### src/rtl/dbg_trig_pkg.sv
package dbg_trig_pkg;
  localparam logic [1:0] REG_INDEX = 2'd0;
  localparam logic [1:0] REG_CTRL  = 2'd1;
  localparam logic [1:0] REG_CMP   = 2'd2;
  localparam logic [1:0] REG_TCTL  = 2'd3;

  localparam logic [1:0] KIND_FETCH = 2'd0;
  localparam logic [1:0] KIND_LOAD  = 2'd1;
  localparam logic [1:0] KIND_STORE = 2'd2;

  localparam logic [1:0] PRIV_U = 2'd0;
  localparam logic [1:0] PRIV_S = 2'd1;
  localparam logic [1:0] PRIV_M = 2'd3;

  localparam logic [3:0] TRIG_KIND_ADDR = 4'd2;

  typedef struct packed {
    logic       dbg_only;
    logic       hit;
    logic       act_dbg;
    logic [1:0] mode;
    logic       en_m;
    logic       en_s;
    logic       en_u;
    logic       on_fetch;
    logic       on_store;
    logic       on_load;
  } slot_cfg_t;
endpackage

### src/rtl/dbg_trig_cmp.sv
module dbg_trig_cmp #(
  parameter int AW = 32
) (
  input  logic [1:0]    mode,
  input  logic [AW-1:0] addr,
  input  logic [AW-1:0] ref_val,
  output logic          eq_hit
);
  logic [AW-1:0] ignore_mask;

  // trailing ones of ref_val plus the next bit mark the ignored low bits
  always_comb begin
    ignore_mask = ref_val ^ (ref_val + AW'(1));
    unique case (mode)
      2'd0:    eq_hit = (addr == ref_val);
      2'd1:    eq_hit = (((addr ^ ref_val) & ~ignore_mask) == '0);
      2'd2:    eq_hit = (addr >= ref_val);
      default: eq_hit = (addr < ref_val);
    endcase
  end
endmodule

### src/rtl/dbg_trig_slot.sv
module dbg_trig_slot
  import dbg_trig_pkg::*;
#(
  parameter int XLEN = 32
) (
  input  logic            clk,
  input  logic            rst_n,
  input  logic            wr_ctrl,
  input  logic            wr_cmp,
  input  logic [XLEN-1:0] wdata,
  input  logic            set_hit,
  input  logic            acc_valid,
  input  logic [1:0]      acc_kind,
  input  logic [XLEN-1:0] acc_addr,
  input  logic [1:0]      acc_priv,
  input  logic            m_allow,
  output logic [XLEN-1:0] ctrl_rd,
  output logic [XLEN-1:0] cmp_rd,
  output logic            match_o,
  output logic            act_dbg_o,
  output logic            hit_o
);
  slot_cfg_t       cfg_q, cfg_n;
  logic            cfg_en;
  logic [XLEN-1:0] cmp_q;
  logic            addr_hit, kind_ok, priv_ok;
  logic            unused_wdata;

  assign unused_wdata = ^wdata;

  always_comb begin
    cfg_n  = cfg_q;
    cfg_en = wr_ctrl | set_hit;
    if (wr_ctrl) begin
      cfg_n.on_load  = wdata[0];
      cfg_n.on_store = wdata[1];
      cfg_n.on_fetch = wdata[2];
      cfg_n.en_u     = wdata[3];
      cfg_n.en_s     = wdata[4];
      cfg_n.en_m     = wdata[6];
      if (wdata[10:7] <= 4'd3) cfg_n.mode = wdata[8:7];
      if (wdata[15:12] <= 4'd1) cfg_n.act_dbg = wdata[12];
      cfg_n.hit      = wdata[20];
      cfg_n.dbg_only = wdata[27];
    end
    if (set_hit) cfg_n.hit = 1'b1;
  end

  always_ff @(posedge clk or negedge rst_n) begin
    if (!rst_n)      cfg_q <= '0;
    else if (cfg_en) cfg_q <= cfg_n;
  end

  always_ff @(posedge clk or negedge rst_n) begin
    if (!rst_n)      cmp_q <= '0;
    else if (wr_cmp) cmp_q <= wdata;
  end

  dbg_trig_cmp #(.AW(XLEN)) u_cmp (
    .mode    (cfg_q.mode),
    .addr    (acc_addr),
    .ref_val (cmp_q),
    .eq_hit  (addr_hit)
  );

  always_comb begin
    kind_ok = (acc_kind == KIND_FETCH && cfg_q.on_fetch) ||
              (acc_kind == KIND_LOAD  && cfg_q.on_load)  ||
              (acc_kind == KIND_STORE && cfg_q.on_store);
    unique case (acc_priv)
      PRIV_U:  priv_ok = cfg_q.en_u;
      PRIV_S:  priv_ok = cfg_q.en_s;
      PRIV_M:  priv_ok = cfg_q.en_m & m_allow;
      default: priv_ok = 1'b0;
    endcase
  end

  assign match_o   = acc_valid & kind_ok & priv_ok & addr_hit;
  assign act_dbg_o = cfg_q.act_dbg;
  assign hit_o     = cfg_q.hit;
  assign cmp_rd    = cmp_q;
  assign ctrl_rd   = XLEN'({TRIG_KIND_ADDR, cfg_q.dbg_only, 6'd0, cfg_q.hit,
                            4'd0, 3'd0, cfg_q.act_dbg, 1'b0, 2'd0, cfg_q.mode,
                            cfg_q.en_m, 1'b0, cfg_q.en_s, cfg_q.en_u,
                            cfg_q.on_fetch, cfg_q.on_store, cfg_q.on_load});

  // an unsupported mode write leaves the stored mode alone
  p_keep_mode_r3: assert property (@(posedge clk) disable iff (!rst_n)
    (wr_ctrl && wdata[10:7] > 4'd3) |=> (cfg_q.mode == $past(cfg_q.mode)));

  // a zeroed control word matches nothing
  p_zero_off_r11: assert property (@(posedge clk) disable iff (!rst_n)
    (wr_ctrl && !set_hit && wdata == '0) |=> !match_o);
endmodule

### src/rtl/dbg_trig_unit.sv
module dbg_trig_unit
  import dbg_trig_pkg::*;
#(
  parameter int NTRIG = 4,
  parameter int XLEN  = 32
) (
  input  logic            clk,
  input  logic            rst_n,
  input  logic            csr_wr,
  input  logic [1:0]      csr_addr,
  input  logic [XLEN-1:0] csr_wdata,
  output logic [XLEN-1:0] csr_rdata,
  input  logic            acc_valid,
  input  logic [1:0]      acc_kind,
  input  logic [XLEN-1:0] acc_addr,
  input  logic [1:0]      acc_priv,
  input  logic            trap_ret,
  output logic            brk_exc_o,
  output logic            dbg_req_o
);
  localparam int IW = $clog2(NTRIG + 1);
  localparam logic [IW-1:0] SEL_NONE = IW'(NTRIG);

  logic [IW-1:0]   sel_q, sel_n;
  logic            sel_en;
  logic            mte_q, mpte_q, mte_n, mpte_n, tctl_en;
  logic            brk_q, dbg_q;
  logic [NTRIG-1:0] match_vec, act_vec, hit_vec;
  logic [XLEN-1:0] ctrl_rd [NTRIG];
  logic [XLEN-1:0] cmp_rd  [NTRIG];
  logic            win_any, win_dbg;
  logic [IW-1:0]   win_idx;
  logic            exc_from_m;
  logic [NTRIG:0]  hit_ext;

  for (genvar i = 0; i < NTRIG; i++) begin : g_slot
    dbg_trig_slot #(.XLEN(XLEN)) u_slot (
      .clk       (clk),
      .rst_n     (rst_n),
      .wr_ctrl   (csr_wr && csr_addr == REG_CTRL && sel_q == IW'(i)),
      .wr_cmp    (csr_wr && csr_addr == REG_CMP  && sel_q == IW'(i)),
      .wdata     (csr_wdata),
      .set_hit   (win_any && win_idx == IW'(i)),
      .acc_valid (acc_valid),
      .acc_kind  (acc_kind),
      .acc_addr  (acc_addr),
      .acc_priv  (acc_priv),
      .m_allow   (mte_q),
      .ctrl_rd   (ctrl_rd[i]),
      .cmp_rd    (cmp_rd[i]),
      .match_o   (match_vec[i]),
      .act_dbg_o (act_vec[i]),
      .hit_o     (hit_vec[i])
    );
  end

  // lowest index wins
  always_comb begin
    win_any = 1'b0;
    win_idx = '0;
    win_dbg = 1'b0;
    for (int i = NTRIG - 1; i >= 0; i--) begin
      if (match_vec[i]) begin
        win_any = 1'b1;
        win_idx = IW'(i);
        win_dbg = act_vec[i];
      end
    end
  end

  assign exc_from_m = win_any && !win_dbg && acc_priv == PRIV_M;

  always_comb begin
    sel_n  = sel_q;
    sel_en = 1'b0;
    if (win_any) begin
      sel_n  = win_idx;
      sel_en = 1'b1;
    end else if (csr_wr && csr_addr == REG_INDEX) begin
      sel_n  = (csr_wdata >= XLEN'(NTRIG)) ? SEL_NONE : IW'(csr_wdata);
      sel_en = 1'b1;
    end
  end

  always_comb begin
    mte_n   = mte_q;
    mpte_n  = mpte_q;
    tctl_en = 1'b1;
    if (exc_from_m) begin
      mpte_n = mte_q;
      mte_n  = 1'b0;
    end else if (trap_ret) begin
      mte_n  = mpte_q;
    end else if (csr_wr && csr_addr == REG_TCTL) begin
      mte_n  = csr_wdata[3];
      mpte_n = csr_wdata[7];
    end else begin
      tctl_en = 1'b0;
    end
  end

  always_ff @(posedge clk or negedge rst_n) begin
    if (!rst_n)      sel_q <= '0;
    else if (sel_en) sel_q <= sel_n;
  end

  always_ff @(posedge clk or negedge rst_n) begin
    if (!rst_n) begin
      mte_q  <= 1'b0;
      mpte_q <= 1'b0;
    end else if (tctl_en) begin
      mte_q  <= mte_n;
      mpte_q <= mpte_n;
    end
  end

  always_ff @(posedge clk or negedge rst_n) begin
    if (!rst_n) begin
      brk_q <= 1'b0;
      dbg_q <= 1'b0;
    end else begin
      brk_q <= win_any & ~win_dbg;
      dbg_q <= win_any &  win_dbg;
    end
  end

  always_comb begin
    csr_rdata = '0;
    unique case (csr_addr)
      REG_INDEX: csr_rdata = XLEN'(sel_q);
      REG_CTRL:  for (int i = 0; i < NTRIG; i++)
                   if (sel_q == IW'(i)) csr_rdata = ctrl_rd[i];
      REG_CMP:   for (int i = 0; i < NTRIG; i++)
                   if (sel_q == IW'(i)) csr_rdata = cmp_rd[i];
      default:   csr_rdata = XLEN'({mpte_q, 3'd0, mte_q, 3'd0});
    endcase
  end

  assign brk_exc_o = brk_q;
  assign dbg_req_o = dbg_q;
  assign hit_ext   = {1'b0, hit_vec};

  p_sel_bound_r2: assert property (@(posedge clk) disable iff (!rst_n)
    sel_q <= SEL_NONE);

  // a request points at a trigger whose hit flag is set
  p_req_hit_r9: assert property (@(posedge clk) disable iff (!rst_n)
    (brk_exc_o || dbg_req_o) |-> (sel_q < SEL_NONE && hit_ext[sel_q]));

  p_m_save_r10: assert property (@(posedge clk) disable iff (!rst_n)
    exc_from_m |=> (!mte_q && mpte_q == $past(mte_q)));

  p_ret_restore_r10: assert property (@(posedge clk) disable iff (!rst_n)
    (trap_ret && !exc_from_m) |=> (mte_q == $past(mpte_q)));
endmodule

### config.mk
export PLATFORM = sky130hd
export DESIGN_NAME = dbg_trig_unit
export DESIGN_NICKNAME = d
export VERILOG_FILES = /design/src/rtl/dbg_trig_pkg.sv /design/src/rtl/dbg_trig_cmp.sv /design/src/rtl/dbg_trig_slot.sv /design/src/rtl/dbg_trig_unit.sv
export SDC_FILE = /design/constraint.sdc
export NUM_CORES = 1
export LEC_CHECK = 0
export BUFFER_PORTS_ARGS = -buffer_cell sky130_fd_sc_hd__buf_2
export CAP_MARGIN = 5
export CORE_MARGIN = 5
export CORE_UTILIZATION = 56
export CTS_BUF_LIST = sky130_fd_sc_hd__clkbuf_8 sky130_fd_sc_hd__clkbuf_16
export CTS_CLUSTER_DIAMETER = 100
export CTS_CLUSTER_SIZE = 30
export DETAILED_ROUTE_END_ITERATION = 6
export PLACE_DENSITY_LB_ADDON = 0.15
export SLEW_MARGIN = 20
export SYNTH_ARGS = -nofsm -noshare
export SYNTH_HDL_FRONTEND = slang
export SYNTH_SLANG_ARGS = --single-unit
### constraint.sdc
create_clock -name clk -period 3.25 [get_ports clk]
set_input_delay 0.975 -clock clk [delete_from_list [all_inputs] [get_ports clk]]
set_output_delay 0.975 -clock clk [all_outputs]
set_load 0.02 [all_outputs]
=== After elaboration in Yosys (flattened, before gate mapping) ===
Index checks and enable logic that the tools add are counted.

* Order comparisons: 11
* Equality and inequality tests: 26
* Reductions and logical operators: 78
* $add $sub $neg: 4
* Mux-type cells: 59
* Bitwise operators: 39

{| class="wikitable"
|+ Operators with widths
! cell !! count
|-
| $xor A32 B32 Y32 || 8
|-
| $mux W32 || 6
|-
| $add A32 B1 Y32 const B || 4
|-
| $and A32 B32 Y32 || 4
|-
| $eq A32 B32 Y1 || 4
|-
| $ge A32 B32 Y1 || 4
|-
| $logic_not A32 Y1 || 4
|-
| $lt A32 B32 Y1 || 4
|-
| $not A32 Y32 || 4
|-
| $pmux W32 S3 || 1
|-
| $mux W30 || 2
|-
| $mux W10 || 4
|-
| $ge A32 B3 Y1 const B || 1
|-
| $logic_and A1 B1 Y1 || 30
|-
| $mux W1 || 27
|-
| $reduce_and A3 Y1 || 9
|-
| $pmux W1 S3 || 8
|-
| $reduce_and A2 Y1 || 10
|-
| $and A1 B1 Y1 || 18
|-
| $eq A2 B2 Y1 const B || 8
|-
| $mux W3 || 5
|-
| $eq A2 B1 Y1 const B || 7
|-
| $logic_not A2 Y1 || 7
|-
| $eq A3 B2 Y1 const B || 4
|-
| other kinds (12) || 34
|}

* Register bits: 179
* Input bits: 75
* Logic and storage cells: 266

=== Depth between registers and ports, before layout ===
Gate-level depths: netlist of the first run.

* Depth after elaboration: 16
* Depth in mapped cells: 13
* Mapped depth without buffers: 12

=== Modules after synthesis ===
From an unflattened synthesis of the first run, not the netlist that was laid out.

* Cells, all modules: 1,646
* Area total of the unflattened synthesis: 15,735.1 µm²

{| class="wikitable"
|+ By module, submodules not included
! module !! cells an instance !! times used !! area each (µm²)
|-
| dbg_trig_slot || 129 || 4 || 1,889.3
|-
| dbg_trig_cmp at g_slot[0].u_slot.u_cmp ... || 184 || 3 || 1,315.0
|-
| dbg_trig_unit || 393 || 1 || 2,909.0
|-
| dbg_trig_cmp at g_slot[2].u_slot.u_cmp || 185 || 1 || 1,323.8
|}

=== Worst setup path after synthesis of the first run ===
OpenSTA, ideal clock, no wires.

* Kind: input to output
* From: in csr_addr[0]
* To: out csr_rdata[2]
* Path slack: -0.513 ns
* Required time: 2.275 ns
* Stages on the path: 8
* Arrival: 2.788 ns
* Path through: clkbuf_1 inv_1 nor3_1 clkbuf_1 o21ai_0 nor2_1 a21oi_1 o21ai_0

* Cells in the longest elaborated chain, start to end: 2
* Elaborated cells on any way between the ends: 4
* Classes of those cells: eq/ne (2); mux (1); reduce/logical (1)

{| class="wikitable"
|+ RTL lines
! what !! line !! RTL
|-
| start, declared || dbg_trig_unit.sv:10 || <nowiki>input logic [1:0] csr_addr,</nowiki>
|-
| $eq A2 B2 Y1 (tied with other cells) || dbg_trig_unit.sv:129 || <nowiki>unique case (csr_addr)</nowiki>
|-
| $pmux W32 S3 * || dbg_trig_unit.sv:129 ||
|-
| end, declared || dbg_trig_unit.sv:12 || <nowiki>output logic [XLEN-1:0] csr_rdata,</nowiki>
|}

Every way passes the cells marked *; elsewhere a longest branch is shown, timed or not.

=== Worst setup path after layout of the first run ===
* From: in acc_addr[22]
* To: reg mte_q

* Cells in the longest elaborated chain, start to end: 14
* Elaborated cells on any way between the ends: 47
* Classes of those cells: order compare (8); eq/ne (4); mux (14); bitwise (12); reduce/logical (9)

{| class="wikitable"
|+ RTL lines
! what !! line !! RTL
|-
| start, declared || dbg_trig_unit.sv:15 || <nowiki>input logic [XLEN-1:0] acc_addr,</nowiki>
|-
| branches (longest 10 deep; another with $lt A32 B32 Y1) || - ||
|-
| $logic_and A1 B1 Y1 * (2 in series) || dbg_trig_unit.sv:71 || <nowiki>assign exc_from_m = win_any && !win_dbg && acc_priv == PRIV_M;</nowiki>
|-
| $reduce_bool A3 Y1 (no source line) or $mux W1 (tied branches) || - ||
|-
| $reduce_and A2 Y1 (no source line) || - ||
|-
| end signal, assigned || dbg_trig_unit.sv:112 || <nowiki>mte_q <= mte_n;</nowiki>
|-
| end, declared || dbg_trig_unit.sv:26 || <nowiki>logic mte_q, mpte_q, mte_n, mpte_n, tctl_en;</nowiki>
|}

Mark *: on every way between the ends.
A chain may end at the register's enable or synchronous reset.

==> results_dict.tcl, run 1 <==
set metrics [dict create \
    status "finished with violations" \
    violations "setup timing" \
    path_cells "buf_2 -> ha_1 -> nand4_1 -> or4_4 -> nand2b_4 -> o211ai_1 -> o221a_2 -> a31oi_4 -> a31oi_4 -> nor3b_4 -> nor3_4 -> o31a_1" \
    cts.hold.buffers_added 0 \
    setup_violations 7 \
    hpwlAfterDp_mm 44.7 \
    hold_viol 0 \
    slowest_stage "or4_4" \
    final_layout_size_suffix_gt1_frac 0.359 \
    synth_ff_type "dfrtp_1" \
    core_area_um2 23500 \
    cp_common_cell "a31oi_4" \
    dpl_worst_slack_ns -0.899 \
    root_buffer "clkbuf_16" \
    clkLatencyLatePin_ns 0.46 \
    nets 2144 \
    row_count 56 \
    yosysSeqAreaShare 0.334 \
    drc_errors 0 \
    period_needed_ns 3.37 \
    cts.sinks 179 \
    tns_ns -0.383 \
    p_sw_frac 0.319 \
    finalCritPeriodShare 1.04 \
    synth_warnings 0 \
    clkPwrFrac 0.418 \
    vias_per_cell 6.61 \
    fill_cells 1750 \
    synth-seq-cells 179 \
    antenna_found_initial 0 \
    wl_per_cell_um 26.4 \
    path_buf_inv 1 \
    io_pins 109 \
    fin_skew_ns 0.0157 \
    first_iter_violations 2079 \
    first_pass_iters 6 \
    worst_slack_ns -0.122 \
    worst_pin_slew_ns 0.737 \
    areaGrowthSynthToFinish_pct 35.3 \
    max-slew-margin-rel 0.504 \
    max_stage_delay_ns 0.45 \
    worstPathRequired_ns 3.60 \
    ant_nets 0 \
    synth-edff-count 0 \
    overflow 0 \
    io_buffers 108 \
    syn_inst 1558 \
    p_leak_nw 8.49 \
    syn_nets 1765 \
    track_usage 0.427 \
    p_per_area_nw_per_um2 299 \
    globalplace.congestion 1.10 \
    cts_buffers 17 \
    synthDistinctLibCells 64 \
    postSynthAreaPerCell_um2 8.61 \
    pwr-share-comb 0.163 \
    rsz0062_at_grt "true" \
    drv_cap 0 \
    fmax_ghz 0.297 \
    cp.arrival_ns 3.72 \
    clk_pin_slew_ns 0.09 \
    seqPwrFrac 0.419 \
    cts_tree "built" \
    finalPower_mw 5.43 \
    p_int_mw 3.70 \
    worstPathMaxFanout 5 \
    synth_area_um2 13400 \
    wl_mm 59.8 \
    grt_pass1_wl_mm 86.6 \
    start_kind "primary input" \
    die_area_um2 27200 \
    insertedDiodeCount 0 \
    crit_type "in2reg" \
    h-tree-depth 4 \
    final_core_util 0.771 \
    die_h_um 165 \
    async_reset_ff_frac 1.00 \
    worstSetupEndpointType "register" \
    p_switching_mw 1.73 \
    via_count 15000 \
    maxSlewViolCount 0 \
    grt_pass1_vias 14600 \
    hp-class "in2async" \
    start_util 0.570 \
    ir_drop_mv 0.308 \
    cts_max_path_buffers 2 \
    die_x_um 165 \
    critPathTopFamily "compound AO/OA/AOI/OAI gates" \
    grt_max_degree 63 \
]
-- worst reg2reg max path, stage by stage, from the launching register on --
cell and delay, ns:
dfrtp_1 0.43, ha_1 0.31, xnor2_1 0.17, a2111oi_4 0.39
o211ai_1 0.22, or4_4 0.57, nor4_4 0.17, and3_4 0.28
a31oi_4 0.13, nor2_1 0.21, nor3_4 0.08, o31a_1 0.24
-- what timing repair did --
item | 4_1_cts | 5_1_grt
gates cloned | 0 | 4
pin swaps | 24 | 21
gates resized for setup | 62 | 74
setup buffers | 12 | 17
hold endpoints to repair | 0 | 0
endpoints found under the setup margin | 22 | 20
-- flip-flops by register name, indices dropped and copies added, names as in the netlist --
name / flops
g_slot.u_slot.cmp_rd: 128
g_slot.u_slot.ctrl_rd: 36
g_slot.u_slot.act_dbg_o: 4
g_slot.u_slot.hit_o: 4
sel_q: 3
brk_exc_o: 1
dbg_req_o: 1
mpte_q: 1
mte_q: 1
-- final cells by class --
class / count / area (um2) / area share
timing repair buffer: 424 / 3210 / 0.177
clock inverter: 15 / 214 / 0.0118
sequential: 179 / 4480 / 0.247
tap: 319 / 399 / 0.0220
multi-input combinational: 1173 / 8890 / 0.490
clock buffer: 17 / 425 / 0.0234
inverter: 142 / 533 / 0.0294
-- power groups by stage --
stage / logic, mW / clock network (mW) / registers (mW)
3_5_place_dp: 0.786 / 0 / 2.31
3_3_place_gp: 0.774 / 0 / 2.31
5_1_grt: 0.938 / 2.37 / 2.28
4_1_cts: 0.821 / 2.27 / 2.27
2_1_floorplan: 0.316 / 0 / 2.31
6_report: 0.887 / 2.27 / 2.27
-- cells by family (layout without fill, tap and decap cells) --
kind of cell	count (synthesis)	count (layout)	share of synthesized area
flip-flops	179	179	0.334
AO/OA/AOI/OAI	403	403	0.181
adder cells (fa/ha/maj)	132	132	0.123
multiplexers	135	135	0.117
buffers and inverters	206	598	0.0577
XOR/XNOR	4	4	0.00261
AND/OR/NAND/NOR	499	499	0.184
-- final timing paths --
kind                                         startpoint                      endpoint  slack (ns)  depth (start not counted)
max in group asynchronous                         rst_n                      sel_q[1]        2.04                          2
max                                        acc_addr[22]                         mte_q       -0.12                         12
min reg2reg                g_slot[0].u_slot.ctrl_rd[27]  g_slot[0].u_slot.ctrl_rd[27]        0.51                          1
min in group clk           g_slot[0].u_slot.ctrl_rd[27]  g_slot[0].u_slot.ctrl_rd[27]        0.51                          1
min                                               rst_n   g_slot[1].u_slot.cmp_rd[17]        0.47                          1
max reg2reg                  g_slot[2].u_slot.cmp_rd[1]                         mte_q       -0.03                         11
-- synth_stat cells (42+ instances only) --
library cell	n	share of area
o22ai_1	42	0.020
clkbuf_1	46	0.013
ha_1	132	0.12
mux2_2	116	0.097
nor2_1	111	0.031
dfrtp_1	179	0.33
nand4_1	43	0.020
inv_1	142	0.040
nand2_1	139	0.039
o21ai_0	115	0.043
a21oi_1	121	0.045
nor3_1	54	0.020
-- layout by cell type, fill, tap and decap left out, drive strengths merged, types with 11 or more instances in the layout --
| cell | netlist | layout |
|---|---|---|
| nor2 | 111 | 111 |
| a21oi | 121 | 121 |
| nor2b | 12 | 12 |
| mux2i | 13 | 13 |
| a211oi | 11 | 11 |
| nand3 | 34 | 34 |
| buf | 18 | 419 |
| nor3 | 56 | 56 |
| clkbuf | 46 | 22 |
| nand2 | 140 | 140 |
| nand4 | 44 | 44 |
| o22ai | 42 | 42 |
| mux2 | 116 | 116 |
| a31oi | 32 | 32 |
| ha | 132 | 132 |
| nor4 | 40 | 40 |
| o21ai | 115 | 115 |
| dfrtp | 179 | 179 |
| inv | 142 | 150 |
-- through the flow --
step	hold WS [ns]	cells	area, um2
after floorplan	0.463	1558	13500
after detailed placement	0.491	2204	16500
after CTS	0.475	2248	17500
final	0.467	2269	18200
after global placement	0.482	2204	16500
after global routing	0.480	2269	18200
-- per-layer routing --
layer	part of all wire	GRT usage	vias to the layer above
met4	0.078	0.271	0
met3	0.11	0.0913	284
met5	0	0	-
li1	-	-	6508
met2	0.44	0.658	1047
met1	0.37	0.546	7163
Power figures use the tool's default switching activity.
==> inputs of run 2 (changes only) <==
RECOVER_POWER = 50   (was not set)
==> results_dict.tcl, run 2 (synthesis results as in run 1) <==
set metrics [dict create \
    cp_common_cell "a31oi_4" \
    wl_per_cell_um 26.4 \
    cts_tree "built" \
    first_iter_violations 1959 \
    cts_max_path_buffers 2 \
    start_util 0.570 \
    cts.sinks 179 \
    final_layout_size_suffix_gt1_frac 0.357 \
    tns_ns -0.371 \
    finalCritPeriodShare 1.03 \
    grt_pass1_vias 14600 \
    hp-class "reg2reg" \
    final_common_cell "buf_4" \
    violations "capacitance limit, slew limit, setup timing" \
    vias_per_cell 6.63 \
    io_buffers 108 \
    root_buffer "clkbuf_16" \
    overflow 0 \
    dpl_worst_slack_ns -0.899 \
    slowest_stage "or4_4" \
    fin_area_um2 18100 \
    min_from "g_slot[0].u_slot.ctrl_rd[27]" \
    worstPathMaxFanout 5 \
    die_h_um 165 \
    hold_ws_ns 0.513 \
    io_pins 109 \
    grt_pass1_wl_mm 86.6 \
    hold_viol 0 \
    track_usage 0.427 \
    nets 2144 \
    max_stage_delay_ns 0.45 \
    antenna_found_initial 0 \
    critPathLaunch "acc_addr[22]" \
    max-slew-margin-rel -0.656 \
    crit_type "in2reg" \
    worstSetupEndpointType "register" \
    via_count 15000 \
    largest_reg_flops 128 \
    h-tree-depth 4 \
    fmax_ghz 0.298 \
    clkLatencyLatePin_ns 0.46 \
    clk_pin_slew_ns 0.09 \
    ir_drop_mv 0.306 \
    globalplace.congestion 1.10 \
    p_per_area_nw_per_um2 299 \
    worst_slack_ns -0.111 \
    first_pass_iters 5 \
    die_area_um2 27200 \
    row_count 56 \
    cts.hold.buffers_added 0 \
    period_needed_ns 3.36 \
    path_cells "buf_2 -> ha_1 -> nand4_1 -> or4_4 -> nand2b_4 -> o211ai_1 -> o221a_2 -> a31oi_4 -> a31oi_4 -> nor3b_4 -> nor3_4 -> o31a_1" \
    areaGrowthSynthToFinish_pct 35.1 \
    start_kind "primary input" \
    hpwlAfterDp_mm 44.7 \
    p_leak_nw 8.48 \
    cp.arrival_ns 3.71 \
    path_buf_inv 1 \
    cts_buffers 17 \
    layout_common_cells "buf_4, dfrtp_1, inv_1, nand2_1, mux2_2" \
    drv_cap 1 \
    critPathTopFamily "compound AO/OA/AOI/OAI gates" \
    r2r_start "g_slot[2].u_slot.cmp_rd[1]" \
    die_x_um 165 \
    fin_skew_ns 0.0167 \
    setup_violations 7 \
    placed_area_um2 16500 \
    maxSlewViolCount 48 \
    wl_mm 59.8 \
    fill_cells 1758 \
    worst_pin_slew_ns 2.48 \
    status "finished with violations" \
    drc_errors 0 \
    ant_nets 0 \
    rsz0062_at_grt "true" \
    insertedDiodeCount 0 \
    worstPathRequired_ns 3.60 \
    core_area_um2 23500 \
    grt_max_degree 63 \
]
[run 2: what timing repair did]
action,in CTS,in global routing
gates cloned,0,4
gates resized for setup,62,74
buffers inserted,12,17
pin swaps,24,21
setup endpoints to repair,22,20
[run 2: worst paths after layout]
| check | to | slack, ns | depth (start not counted) |
|---|---|---|---|
| max in group asynchronous | sel_q[0] | 0.26 | 2 |
| min reg2reg | g_slot[0].u_slot.ctrl_rd[27] | 0.51 | 1 |
| min | g_slot[0].u_slot.ctrl_rd[27] | 0.51 | 1 |
| max | mte_q | -0.11 | 12 |
| max reg2reg | mte_q | -0.04 | 11 |
| min in group asynchronous | g_slot[1].u_slot.cmp_rd[17] | 1.48 | 1 |
[run 2: final cells by class]
type                    instances  area (um2)  area share
multi-input cells            1173        8880       0.490
inverters                     142         533      0.0294
clock buffers                  17         425      0.0235
flip-flops and latches        179        4480       0.247
well taps                     319         399      0.0220
repair buffers                424        3190       0.176
clock inverters                15         214      0.0118
[run 2: per-layer routing]
metal | wire length [um] | track usage | share of wire | up-vias
met5 | 0 | 0 | 0 | -
li1 | - | - | - | 6510
met4 | 4680 | 0.271 | 0.078 | 0
met2 | 26400 | 0.658 | 0.44 | 1059
met1 | 22100 | 0.546 | 0.37 | 7186
met3 | 6630 | 0.0913 | 0.11 | 286
[run 2: per-stage QoR]
| stage | utilization | cells | power, mW |
|---|---|---|---|
| 6_report | 0.770 | 2269 | 5.43 |
| 2_1_floorplan | - | 1558 | 2.63 |
| 3_5_place_dp | 0.699 | 2204 | 3.10 |
| 3_3_place_gp | 0.699 | 2204 | 3.09 |
| 5_1_grt | 0.770 | 2269 | 5.58 |
| 4_1_cts | 0.745 | 2248 | 5.36 |
[run 2: power breakdown]
part / internal [mW] / total [mW] / switching, mW / leakage, nW
clock network: 1.08 / 2.27 / 1.19 / 0.305
logic: 0.369 / 0.884 / 0.515 / 5.99
registers: 2.25 / 2.27 / 0.0243 / 2.19
